[config.mk]
export PLATFORM = sky130hd
export DESIGN_NAME = load_split_unit
export DESIGN_NICKNAME = d
export VERILOG_FILES = /design/src/rtl/lsu_pkg.sv /design/src/rtl/lsu_dpath.sv /design/src/rtl/lsu_ctrl.sv /design/src/rtl/load_split_unit.sv
export SDC_FILE = /design/constraint.sdc
export NUM_CORES = 1
export LEC_CHECK = 0
export CORE_ASPECT_RATIO = 1.1
export CORE_UTILIZATION = 47
export CTS_BUF_LIST = sky130_fd_sc_hd__clkbuf_16
export DETAILED_ROUTE_END_ITERATION = 10
export HOLD_SLACK_MARGIN = 0.05
export PLACE_DENSITY = 0.79
export SKIP_CTS_REPAIR_TIMING = 1
export SLEW_MARGIN = 20
export SYNTH_ARGS = -nofsm -noshare
export SYNTH_HDL_FRONTEND = slang
export SYNTH_SLANG_ARGS = --single-unit
[constraint.sdc]
create_clock -name clk -period 2.4 [get_ports clk]
set_clock_uncertainty 0.1 [all_clocks]
set_input_delay 0.6 -clock clk [delete_from_list [all_inputs] [get_ports clk]]
set_output_delay 0.6 -clock clk [all_outputs]
set_load 0.02 [all_outputs]
[src/rtl/lsu_pkg.sv]
`timescale 1ns/1ps
package lsu_pkg;
  typedef enum logic [1:0] {SZ_BYTE = 2'd0, SZ_HALF = 2'd1, SZ_WORD = 2'd2} accSize_e;

  typedef enum logic [2:0] {ST_IDLE, ST_RD1, ST_RD2, ST_DONE, ST_EXC} lsuState_e;

  // strobes from control to datapath
  typedef struct packed {
    logic take;       // request accepted this cycle
    logic capFirst;   // store first bus word
    logic capSecond;  // store second bus word
    logic useNext;    // drive address of the following word
  } lsuCtl_t;
endpackage

[src/rtl/lsu_dpath.sv]
`timescale 1ns/1ps
module lsu_dpath
  import lsu_pkg::*;
#(
  parameter int AW = 32,
  parameter int DW = 32
) (
  input  logic          clk,
  input  logic          rstN,
  input  lsuCtl_t       ctl,
  input  logic [AW-1:0] reqAddr,
  input  logic [1:0]    reqSize,
  input  logic          reqSigned,
  input  logic [DW-1:0] busData,
  output logic          inMis,
  output logic          spanQ,
  output logic [AW-1:0] busAddr,
  output logic [DW-1:0] rspData,
  output logic [AW-1:0] rspAddr
);
  localparam int LANES = DW / 8;
  localparam int OFFW  = $clog2(LANES);
  localparam int SPW   = OFFW + 2;

  logic [SPW-1:0]  inBytes;
  logic [SPW-1:0]  inEnd;
  logic [OFFW-1:0] inOff;
  logic [OFFW-1:0] sizeMask;
  logic            inSpan;

  // classify the incoming request
  always_comb begin
    inOff    = reqAddr[OFFW-1:0];
    inBytes  = SPW'(1) << reqSize;
    sizeMask = OFFW'(inBytes - SPW'(1));
    inMis    = |(inOff & sizeMask);
    inEnd    = SPW'(inOff) + inBytes;
    inSpan   = inEnd > SPW'(LANES);
  end

  logic [AW-1:0] addrQ;
  accSize_e      sizeQ;
  logic          sgnQ;
  logic [DW-1:0] w0Q, w1Q;

  always_ff @(posedge clk or negedge rstN) begin
    if (!rstN) begin
      addrQ <= '0;
      sizeQ <= SZ_BYTE;
      sgnQ  <= 1'b0;
      spanQ <= 1'b0;
      w0Q   <= '0;
      w1Q   <= '0;
    end else begin
      if (ctl.take) begin
        addrQ <= reqAddr;
        sizeQ <= accSize_e'(reqSize);
        sgnQ  <= reqSigned;
        spanQ <= inSpan;
      end
      if (ctl.capFirst)  w0Q <= busData;
      if (ctl.capSecond) w1Q <= busData;
    end
  end

  logic [AW-1:0] baseAddr;
  always_comb begin
    baseAddr = {addrQ[AW-1:OFFW], {OFFW{1'b0}}};
    busAddr  = ctl.useNext ? baseAddr + AW'(LANES) : baseAddr;
  end

  // lane merge: shift the word pair down by the byte offset
  logic [2*DW-1:0] pairShift;
  logic [DW-1:0]   raw;
  logic            signBit;
  always_comb begin
    pairShift = {w1Q, w0Q} >> {addrQ[OFFW-1:0], 3'b000};
    raw       = pairShift[DW-1:0];
    signBit   = 1'b0;
    rspData   = raw;
    case (sizeQ)
      SZ_BYTE: begin
        signBit = sgnQ & raw[7];
        rspData = {{(DW-8){signBit}}, raw[7:0]};
      end
      SZ_HALF: begin
        signBit = sgnQ & raw[15];
        rspData = {{(DW-16){signBit}}, raw[15:0]};
      end
      default: rspData = raw;
    endcase
  end

  assign rspAddr = addrQ;

  // a second word is only captured for an access that runs past its word
  assert_second_needs_span_R3: assert property (@(posedge clk) disable iff (!rstN)
    ctl.capSecond |-> spanQ);
endmodule

[src/rtl/lsu_ctrl.sv]
`timescale 1ns/1ps
module lsu_ctrl
  import lsu_pkg::*;
(
  input  logic    clk,
  input  logic    rstN,
  input  logic    reqValid,
  input  logic    reqStrict,
  input  logic    inMis,
  input  logic    spanQ,
  input  logic    busAck,
  output logic    reqReady,
  output logic    busReq,
  output logic    rspDone,
  output logic    rspExc,
  output lsuCtl_t ctl
);
  lsuState_e state, stateNext;

  always_comb begin
    reqReady      = (state == ST_IDLE);
    busReq        = (state == ST_RD1) || (state == ST_RD2);
    rspDone       = (state == ST_DONE);
    rspExc        = (state == ST_EXC);
    ctl.take      = reqReady && reqValid;
    ctl.capFirst  = (state == ST_RD1) && busAck;
    ctl.capSecond = (state == ST_RD2) && busAck;
    ctl.useNext   = (state == ST_RD2);
  end

  always_comb begin
    stateNext = state;
    case (state)
      ST_IDLE: if (ctl.take) stateNext = (reqStrict && inMis) ? ST_EXC : ST_RD1;
      ST_RD1:  if (busAck)   stateNext = spanQ ? ST_RD2 : ST_DONE;
      ST_RD2:  if (busAck)   stateNext = ST_DONE;
      default: stateNext = ST_IDLE;
    endcase
  end

  always_ff @(posedge clk or negedge rstN) begin
    if (!rstN) state <= ST_IDLE;
    else       state <= stateNext;
  end

  assert_busy_after_take_R7: assert property (@(posedge clk) disable iff (!rstN)
    (reqValid && reqReady) |=> !reqReady);
endmodule

[src/rtl/load_split_unit.sv]
`timescale 1ns/1ps
module load_split_unit
  import lsu_pkg::*;
#(
  parameter int AW = 32,
  parameter int DW = 32
) (
  input  logic          clk,
  input  logic          rstN,
  input  logic          reqValid,
  output logic          reqReady,
  input  logic [AW-1:0] reqAddr,
  input  logic [1:0]    reqSize,
  input  logic          reqStrict,
  input  logic          reqSigned,
  output logic          rspDone,
  output logic          rspExc,
  output logic [DW-1:0] rspData,
  output logic [AW-1:0] rspAddr,
  output logic          busReq,
  output logic [AW-1:0] busAddr,
  input  logic          busAck,
  input  logic [DW-1:0] busData
);
  localparam int OFFW = $clog2(DW / 8);

  lsuCtl_t ctl;
  logic    inMis;
  logic    spanQ;

  lsu_ctrl u_ctrl (
    .clk      (clk),
    .rstN     (rstN),
    .reqValid (reqValid),
    .reqStrict(reqStrict),
    .inMis    (inMis),
    .spanQ    (spanQ),
    .busAck   (busAck),
    .reqReady (reqReady),
    .busReq   (busReq),
    .rspDone  (rspDone),
    .rspExc   (rspExc),
    .ctl      (ctl)
  );

  lsu_dpath #(.AW(AW), .DW(DW)) u_dpath (
    .clk      (clk),
    .rstN     (rstN),
    .ctl      (ctl),
    .reqAddr  (reqAddr),
    .reqSize  (reqSize),
    .reqSigned(reqSigned),
    .busData  (busData),
    .inMis    (inMis),
    .spanQ    (spanQ),
    .busAddr  (busAddr),
    .rspData  (rspData),
    .rspAddr  (rspAddr)
  );

  assert_bus_hold_R8: assert property (@(posedge clk) disable iff (!rstN)
    (busReq && !busAck) |=> (busReq && $stable(busAddr)));

  assert_bus_aligned_R8: assert property (@(posedge clk) disable iff (!rstN)
    busReq |-> (busAddr[OFFW-1:0] == '0));

  assert_done_pulse_R8: assert property (@(posedge clk) disable iff (!rstN)
    rspDone |=> !rspDone);

  assert_exc_no_bus_R5: assert property (@(posedge clk) disable iff (!rstN)
    rspExc |-> (!busReq && !rspDone && !$past(busReq)));
endmodule

==> impl_metrics.toml <==
[global_route]
grt_pass1_vias = 4617
grt_max_degree = 96
grt_pass1_wl_um = 23500
grt.overflow.total = 0
antenna_found_initial = 0
grtUsageTotal_pct = 25.5

[floorplan]
die_width_um = 104
dieArea_um2 = 11800
start_util_pct = 48.7
ioPinCount = 172
core_area_um2 = 11000
die_height_um = 114
fp-row-count = 40

[worst_setup_path]
start_kind = "register"
path_class = "register to primary output"
crit_path_top_delay_cell = "mux4_2"
critPathArrivalTime_ps = 2060
max_stage_delay_ps = 530
path_max_fanout = 8
crit_chain = "mux4_2 -> mux2_4 -> nand3b_4 -> buf_12 -> nand2_1 -> buf_6"
required_ps = 1700
endpoint_kind = "primary output"
crit_family = "multiplexers"
critical_path_buf_inv_count = 2

[yosys]
synth_top_area_share_pct = 44.6
synth_top_cells_by_count = "dfrtp_1, mux2_2, nand2_1"
yosys_warnings = 0
synth_edf_count = 0
ys_seq_area_share_pct = 44.6
yosys_most_used_dff = "dfrtp_1"
ys_seq_elements = 95
yosysUniqueCellTypes = 41
netlist_area_um2 = 5330
async_reset_ff_share_pct = 100
synth.most_common_cell = "dfrtp_1"
synth.avg_cell_area_um2 = 11.9
synth.area.top_cells = "dfrtp_1, mux2_2, mux4_2"
yosys.area.top_type = "dfrtp_1"
synthCells = 450

[placed_design]
placed_cells = 808
dp_hpwl_um = 10700
gp_congestion = 0.877
pre_cts_ws_ps = -402
io_buffers = 169

[cells_and_area]
fin_util_pct = 79.3
drive_above_1_share_pct = 50.4
nets = 781
antenna_cells = 0
area_growth_pct = 63.0
num-fill-cells = 635
fin_cells = 855

[sta]
worst_pin_slew_ps = 516
hold_viol_final = 0
fin_crit_sh_pct = 115
setup_viol = 56
final.min_clock_period_ps = 2760
fin_hold_ws_ps = 192
slew_headroom_pct = 65.6
layout_setup_ws_ps = -360
fmax_mhz = 362
final_max_slew_viol_count = 0
rsz0062_at_grt = "true"

[detailed_routing]
met1_length_um = 6370
drc_errors = 0
ant_nets = 0
highest_layer = "met4"
wl_um = 16000
vias_per_cell = 5.47
wl_met2_um = 8340
drtIter0Drc = 229
firstDrtPassIters = 5
route.met3.wl_um = 984
vias = 4681
routedWlPerCell_um = 18.7

[clock_network]
clk_pin_slew_ps = 70
cts_buffers = 9
htreeDepth = 3
tritoncts = "done"
cts_buffer_depth = 2
cts_sinks = 95
root_buffer = "clkbuf_16"
clock_latency_ps = 330

[pwr]
total_power_mw = 13.9
p_per_area_nw_per_um2 = 1600
ir_drop_mv = 1.49
p_leak_nw = 3.97

[job]
drv_cap = 0

[outcome]
run_status = "finished, violations left"
violations = "negative setup slack"

[hold_path]
hp-class = "primary input to async pin"
## through the flow
step	area, µm²	TNS, ps
2_1_floorplan	5420	-939
3_3_place_gp	7720	-13450
3_5_place_dp	7720	-16200
4_1_cts	8030	-39360
5_1_grt	8690	-16460
6_report	8690	-12560
## power by group
group | internal [mW] | total, mW | switching (mW)
logic | 4.85 | 9.34 | 4.50
registers | 2.42 | 3.05 | 0.626
clock network | 0.896 | 1.49 | 0.594
## placed cells by master, fill, tap and decap left out, types with 5 or more instances in the layout
master / count
buf_4: 105
clkdlybuf4s50_1: 101
dfrtp_1: 93
mux2_2: 90
nand2_1: 35
buf_6: 32
xnor2_2: 20
mux4_2: 16
a21oi_1: 13
mux2i_1: 11
clkbuf_16: 11
dlymetal6s2s_1: 11
nand2_2: 10
nor2_1: 10
nand4_1: 10
buf_12: 10
o21ai_0: 9
inv_1: 6
nand3_4: 6
clkbuf_2: 6
nand2_4: 5
nand3_1: 5
nand3_2: 5
xnor2_1: 5
nor2b_1: 5
## cell families (layout without fill, tap and decap cells)
group / Yosys count / count (layout) / synth area share, %
AND/OR/NAND/NOR: 125 / 125 / 12.5
multiplexers: 122 / 122 / 28.9
flip-flops: 95 / 95 / 44.6
AO/OA/AOI/OAI: 39 / 39 / 4.18
buffers and inverters: 34 / 291 / 3.64
XOR/XNOR: 29 / 29 / 4.76
adder cells (fa/ha/maj): 5 / 5 / 1.31
other: 1 / 2 / 0.0703
## registers in the layout, summed over array words and instances, names as in the netlist
name	count
u_dpath.w0Q	32
u_dpath.w1Q	24
u_dpath.rspAddr	32
u_dpath.sizeQ	2
u_dpath.spanQ	1
u_ctrl.state	3
u_dpath.sgnQ	1
## final cells by class
| class | instances | area (µm²) | area share (%) |
|---|---|---|---|
| repair buffers | 271 | 2600 | 29.9 |
| flip-flops and latches | 95 | 2380 | 27.4 |
| inverters | 5 | 18.8 | 0.216 |
| clock inverters | 6 | 77.6 | 0.892 |
| clock buffers | 9 | 225 | 2.59 |
| well taps | 147 | 184 | 2.12 |
| multi-input cells | 322 | 3210 | 36.9 |
## worst paths after layout
check	startpoint	depth (start not counted)	to	slack, ps
max	u_dpath.rspAddr[0]$_DFFE_PN0P_	6	rspData[16]	-360
min	rstN	2	u_dpath.rspAddr[3]$_DFFE_PN0P_	190
min reg2reg	u_dpath.w0Q[5]$_DFFE_PN0P_	1	u_dpath.w0Q[5]$_DFFE_PN0P_	410
min in group clk	u_dpath.w0Q[5]$_DFFE_PN0P_	1	u_dpath.w0Q[5]$_DFFE_PN0P_	410
max in group asynchronous	rstN	2	u_dpath.rspAddr[1]$_DFFE_PN0P_	1580
max reg2reg	u_ctrl.state[1]$_DFFE_PN0P_	5	u_dpath.rspAddr[17]$_DFFE_PN0P_	540
## layer usage
metal | vias to the layer above | global-route usage (%)
li1 | 2123 | -
met1 | 2337 | 31.4
met2 | 201 | 44.7
met3 | 20 | 6.46
met4 | 0 | 7.05
met5 | - | 0
## worst register-to-register path, cell delays in order, from the launching register on
cell	delay, ps
dfrtp_1	420
buf_6	150
nor3_1	240
and2_2	230
buf_12	210
mux2_1	390
No activity file was read; power rests on OpenSTA's default activity.
